## config.mk

```make
export PLATFORM = sky130hd
export DESIGN_NAME = desat_guard
export DESIGN_NICKNAME = d
export VERILOG_FILES = /design/src/rtl/desat_pkg.sv /design/src/rtl/desat_cnt.sv /design/src/rtl/desat_fsm.sv /design/src/rtl/desat_out.sv /design/src/rtl/desat_guard.sv
export SDC_FILE = /design/constraint.sdc
export NUM_CORES = 1
export LEC_CHECK = 0
export ABC_CLOCK_PERIOD_IN_PS = 1320
export BUFFER_PORTS_ARGS = -buffer_cell sky130_fd_sc_hd__buf_2
export CORE_AREA = 2 2 39 41
export DETAILED_ROUTE_END_ITERATION = 6
export DIE_AREA = 0 0 41 43
export SLEW_MARGIN = 20
export SYNTH_ARGS = -nofsm -noshare
export SYNTH_HDL_FRONTEND = slang
export SYNTH_SLANG_ARGS = --single-unit
```

## constraint.sdc

```tcl
create_clock -name clk_i -period 1.32 [get_ports clk_i]
set_input_delay 0.33 -clock clk_i [delete_from_list [all_inputs] [get_ports clk_i]]
set_output_delay 0.33 -clock clk_i [all_outputs]
set_load 0.01 [all_outputs]
```

## src/rtl/desat_pkg.sv

```systemverilog
package desat_pkg;
  typedef enum logic [2:0] {
    ST_OFF   = 3'd0,
    ST_BLANK = 3'd1,
    ST_ON    = 3'd2,
    ST_MUTE  = 3'd3,
    ST_RST   = 3'd4
  } gd_state_e;
endpackage

```

## src/rtl/desat_cnt.sv

```systemverilog
module desat_cnt #(
  parameter int unsigned W    = 4,
  parameter int unsigned MAXV = 8
) (
  input  logic         clk_i,
  input  logic         rst_ni,
  input  logic         clr_i,
  input  logic         inc_i,
  output logic [W-1:0] cnt_o
);
  always_ff @(posedge clk_i or negedge rst_ni) begin
    if (!rst_ni)     cnt_o <= '0;
    else if (clr_i)  cnt_o <= '0;
    else if (inc_i)  cnt_o <= cnt_o + 1'b1;
  end

  AST_CNT_BOUND: assert property (@(posedge clk_i) disable iff (!rst_ni)
    cnt_o <= W'(MAXV)) else $error("count overrun");
endmodule

```

## src/rtl/desat_fsm.sv

```systemverilog
module desat_fsm
  import desat_pkg::*;
#(
  parameter int unsigned BLANK_CYC = 4,
  parameter int unsigned MUTE_CYC  = 6,
  parameter int unsigned RESET_CYC = 5
) (
  input  logic      clk_i,
  input  logic      rst_ni,
  input  logic      cmd_i,
  input  logic      desat_i,
  input  logic      supply_ok_i,
  output gd_state_e st_o
);
  localparam int unsigned MAX_AB = (BLANK_CYC > MUTE_CYC) ? BLANK_CYC : MUTE_CYC;
  localparam int unsigned MAXC   = (MAX_AB > RESET_CYC) ? MAX_AB : RESET_CYC;
  localparam int unsigned CW     = $clog2(MAXC + 1);

  gd_state_e st_q, st_d;
  logic          cnt_clr, cnt_inc;
  logic [CW-1:0] cnt;
  logic          run_ok;

  assign run_ok = cmd_i & supply_ok_i;

  desat_cnt #(.W(CW), .MAXV(MAXC)) u_cnt (
    .clk_i (clk_i),
    .rst_ni(rst_ni),
    .clr_i (cnt_clr),
    .inc_i (cnt_inc),
    .cnt_o (cnt)
  );

  always_comb begin
    st_d    = st_q;
    cnt_clr = 1'b1;
    cnt_inc = 1'b0;
    unique case (st_q)
      ST_OFF:   if (run_ok) st_d = ST_BLANK;
      ST_BLANK: begin
        if (!run_ok)                          st_d = ST_OFF;
        else if (cnt == CW'(BLANK_CYC - 1))   st_d = ST_ON;
        else begin cnt_clr = 1'b0; cnt_inc = 1'b1; end
      end
      ST_ON: begin
        // command off wins: detection disabled when gate commanded low
        if (!run_ok)      st_d = ST_OFF;
        else if (desat_i) st_d = ST_MUTE;
      end
      ST_MUTE: begin
        if (cnt == CW'(MUTE_CYC - 1)) st_d = ST_RST;
        else begin cnt_clr = 1'b0; cnt_inc = 1'b1; end
      end
      ST_RST: begin
        if (cmd_i)                            cnt_clr = 1'b1;
        else if (cnt == CW'(RESET_CYC - 1))   st_d = ST_OFF;
        else begin cnt_clr = 1'b0; cnt_inc = 1'b1; end
      end
      default: st_d = ST_OFF;
    endcase
  end

  always_ff @(posedge clk_i or negedge rst_ni) begin
    if (!rst_ni) st_q <= ST_OFF;
    else         st_q <= st_d;
  end

  assign st_o = st_q;

  AST_SUPPLY_LOCK: assert property (@(posedge clk_i) disable iff (!rst_ni)
    (!supply_ok_i && st_q != ST_MUTE && st_q != ST_RST) |=> (st_q == ST_OFF)) else $error("on without supply");
  AST_OFF_NO_TRIP: assert property (@(posedge clk_i) disable iff (!rst_ni)
    (st_q == ST_OFF) |=> (st_q != ST_MUTE)) else $error("trip while off");
  AST_TRIP: assert property (@(posedge clk_i) disable iff (!rst_ni)
    (st_q == ST_ON && run_ok && desat_i) |=> (st_q == ST_MUTE)) else $error("missed trip");
  AST_MUTE_HOLD: assert property (@(posedge clk_i) disable iff (!rst_ni)
    (st_q == ST_MUTE) |=> (st_q == ST_MUTE || st_q == ST_RST)) else $error("left mute early");
  AST_NO_EARLY_CLEAR: assert property (@(posedge clk_i) disable iff (!rst_ni)
    (st_q == ST_RST && cmd_i) |=> (st_q == ST_RST)) else $error("cleared with cmd high");
endmodule

```

## src/rtl/desat_out.sv

```systemverilog
module desat_out
  import desat_pkg::*;
(
  input  gd_state_e st_i,
  input  logic      gate_low_i,
  output logic      drv_on_o,
  output logic      drv_hiz_o,
  output logic      ssd_en_o,
  output logic      clamp_en_o,
  output logic      fault_no
);
  logic faulted;

  assign faulted    = (st_i == ST_MUTE) || (st_i == ST_RST);
  assign drv_on_o   = (st_i == ST_BLANK) || (st_i == ST_ON);
  assign drv_hiz_o  = faulted;
  assign ssd_en_o   = faulted;
  assign fault_no   = ~faulted;
  assign clamp_en_o = gate_low_i & ~drv_on_o;
endmodule

```

## src/rtl/desat_guard.sv

```systemverilog
module desat_guard
  import desat_pkg::*;
#(
  parameter int unsigned BLANK_CYC = 4,
  parameter int unsigned MUTE_CYC  = 6,
  parameter int unsigned RESET_CYC = 5
) (
  input  logic clk_i,
  input  logic rst_ni,
  input  logic cmd_i,
  input  logic desat_i,
  input  logic supply_ok_i,
  input  logic gate_low_i,
  output logic drv_on_o,
  output logic drv_hiz_o,
  output logic ssd_en_o,
  output logic clamp_en_o,
  output logic fault_no
);
  gd_state_e st;

  desat_fsm #(
    .BLANK_CYC(BLANK_CYC),
    .MUTE_CYC (MUTE_CYC),
    .RESET_CYC(RESET_CYC)
  ) u_fsm (
    .clk_i      (clk_i),
    .rst_ni     (rst_ni),
    .cmd_i      (cmd_i),
    .desat_i    (desat_i),
    .supply_ok_i(supply_ok_i),
    .st_o       (st)
  );

  desat_out u_out (
    .st_i      (st),
    .gate_low_i(gate_low_i),
    .drv_on_o  (drv_on_o),
    .drv_hiz_o (drv_hiz_o),
    .ssd_en_o  (ssd_en_o),
    .clamp_en_o(clamp_en_o),
    .fault_no  (fault_no)
  );

  AST_CLAMP_EXCL: assert property (@(posedge clk_i) disable iff (!rst_ni)
    clamp_en_o |-> !drv_on_o) else $error("clamp fights pull-up");
  AST_FAULT_QUIET: assert property (@(posedge clk_i) disable iff (!rst_ni)
    !fault_no |-> (drv_hiz_o && ssd_en_o && !drv_on_o)) else $error("fault outputs split");
  AST_FAULT_CMD_IGN: assert property (@(posedge clk_i) disable iff (!rst_ni)
    (!fault_no && $past(!fault_no)) |-> !drv_on_o) else $error("drive during fault");
endmodule

```

==> run_results.csv <==
group,metric,value,unit
cells_and_area,layout-drive-gt1-share,51.7,%
power,total_power,437,µW
placed_design,dpl.hpwl,626,µm
critical_path,path_max_fanout,4,
critical_path,end_kind,"primary output",
clocking,cts.sinks,6,
die,start_util,29.2,%
routing,drt_iter0_drc,2,
timing,slew_headroom,83.5,%
routing,viasPerCell,4.80,
placed_design,io_buffers,10,
run,cap_violations,0,
clocking,clk_pin_slew,0.04,ns
die,coreArea,0.00138,mm²
critical_path,path_delay_family,"flip-flops",
die,fp.dieH,43,µm
power,vdd_drop_max,559,µV
placed_design,gp_congestion,0.711,
global_route,antenna_found_initial,0,
critical_path,cp.arrival,1.21,ns
synthesis,ys_top_cells_by_area,"dfrtp_1 (37%), ha_1 (12%), a22oi_4 (5.3%)",
timing,fin_ws,-0.218,ns
timing,setup_violations,8,
timing,rsz0062_at_grt,"yes",
global_route,grt_max_degree,7,
synthesis,syn-cell-area,404,µm²
timing,hold_violations,0,
timing,max_freq,650,MHz
timing,fin_crit_sh,117,%
cells_and_area,diodes,0,
routing,first_pass_iters,2,
cells_and_area,layout_common_cells,"buf_2 (8), buf_4 (7), dfrtp_1 (5)",
global_route,track_usage,11.7,%
global_route,grt_remaining_overflow,0,
die,die_w,41,µm
timing,skew,0.000560,ns
die,dieArea,0.00176,mm²
die,rows,14,
synthesis,avgSynthCellArea,9.86,µm²
cells_and_area,area.growth.synth_to_final,47.4,%
clocking,cts_root_buf,"clkbuf_4",
critical_path,path_class,"reg -> out",
synthesis,yosysTopAreaCell,"dfrtp_1",
synthesis,syn_nets,51,
clocking,cts_buffer_depth,2,
cells_and_area,fin_nets,72,
timing,min_period,1.54,ns
routing,ant_nets,0,
clocking,htreeDepth,1,
synthesis,yosys.area.top_type_share,37.2,%
critical_path,cp-start-kind,"register",
cells_and_area,final_common_cell,"buf_2",
power,cellLeakagePower,0.286,nW
routing,routedWlPerCell,11.4,µm
critical_path,cpPeakStageDelay,0.43,ns
synthesis,ys_types,21,
run_status,outcome,"finished, violations left",
power,cellPowerDensity,734,mW/mm²
critical_path,crit_slowest_cell,"dfrtp_2",
timing,worst_pin_slew,0.246,ns
cells_and_area,fin_cells,76,
synthesis,synthCells,41,
die,ios,11,
placed_design,dp.cells,70,
synthesis,ys_seq_elements,6,
clocking,cts_tree,"yes",
critical_path,path_buf_inv,2,
run_status,violations,"setup timing",
routing,drc,0,
min_path,hold_path_class,"in -> reg",
critical_path,crit_chain,"and3b_2 > a21oi_4 > inv_2 > buf_6",
global_route,grt_pass1_vias,351,
global_route,grt_pass1_wl,1360,µm
critical_path,worstPathRequired,0.99,ns
clocking,cts_buffers,3,
routing,via_count,365,
clocking,worstSkewPairLatency,0.24,ns
routing,wl,864,µm
synthesis,yosysSeqAreaShare,37.2,%
timing,drv_slew,0,
synthesis,synth_warnings,0,
where the power goes:
part | leakage [nW] | total [mW] | internal [mW] | switching, mW
registers | 0.0812 | 0.196 | 0.190 | 0.00578
clock network | 0.0138 | 0.160 | 0.102 | 0.0581
logic | 0.191 | 0.0805 | 0.0400 | 0.0405
synthesized netlist by cell type:
master,instances
inv_1,5
nand2_1,4
o211ai_1,1
o21ai_0,1
nor2b_1,1
ha_1,4
a41oi_1,1
nand4b_1,1
a21oi_1,4
xnor2_1,1
a21boi_1,1
a32oi_1,1
a22oi_4,1
buf_4,1
and4bb_1,1
buf_6,1
and2b_1,1
nor2_1,3
and3b_1,1
o2111ai_1,1
dfrtp_1,6
repair_timing:
action                                  4_1_cts  5_1_grt
resized for setup                             2        8
hold buffers                                  1        0
endpoints found under the hold margin         6        0
buffers inserted                              1        1
endpoints found under the setup margin        8        8
pin swaps                                     5        7
cell families after synthesis:
| group | after synthesis | synth area share (%) |
|---|---|---|
| flops | 6 | 37.2 |
| simple gates | 12 | 17.3 |
| fa+ha+maj | 4 | 12.4 |
| compound gates | 11 | 21.7 |
| xor+xnor | 1 | 2.17 |
| buf+inv | 7 | 9.29 |
registers in the layout, summed over array words and instances, names as in the netlist:
name,count
u_fsm.st_o,3
u_fsm.u_cnt.cnt_o,3
final cells by class:
class | instances | area (µm²)
clock buffer | 3 | 22.5
timing repair buffer | 18 | 125
fill | 148 | 788
sequential | 6 | 151
tap | 16 | 20.0
multi-input combinational | 28 | 258
inverter | 5 | 18.8
final timing paths:
check	startpoint	to	slack, ns	cells after the start
worst max-delay path	u_fsm.st_o[0]	drv_hiz_o	-0.22	4
worst min-delay path	desat_i	u_fsm.st_o[0]	0.38	3
worst max register to register	u_fsm.u_cnt.cnt_o[0]	u_fsm.u_cnt.cnt_o[1]	-0.01	5
worst min register to register	u_fsm.u_cnt.cnt_o[0]	u_fsm.u_cnt.cnt_o[0]	0.53	2
max in group asynchronous	rst_ni	u_fsm.st_o[0]	0.73	2
min in group asynchronous	rst_ni	u_fsm.u_cnt.cnt_o[1]	0.44	2
metrics by stage:
step | TNS, ns | instance area, µm² | setup slack (ns) | hold WS (ns) | utilization [%]
after floorplan | -0.0715 | 420 | -0.0715 | 0.0344 | -
after global placement | -0.0149 | 505 | -0.00889 | 0.157 | 36.5
after detailed placement | -0.0526 | 505 | -0.0216 | 0.156 | 36.5
after CTS | -0.817 | 551 | -0.215 | 0.381 | 39.8
after global routing | -1.48 | 596 | -0.279 | 0.382 | 43.0
final | -0.824 | 596 | -0.218 | 0.375 | 43.0
worst reg2reg max path, cell delays in order, from the launching register on:
cell and delay, ns:
dfrtp_1 0.37, ha_2 0.20, ha_4 0.15, and4bb_1 0.32, a22oi_4 0.09, a21boi_2 0.13
per-layer routing:
layer / vias up / global-route usage, % / share of wire, %
met2: 15 / 18.1 / 53
met1: 167 / 13.0 / 40
met3: 0 / 6.28 / 7.8
met4: 0 / 4.00 / 0
li1: 183 / - / -
met5: - / 0 / 0
No activity file was read; power rests on OpenSTA's default activity.
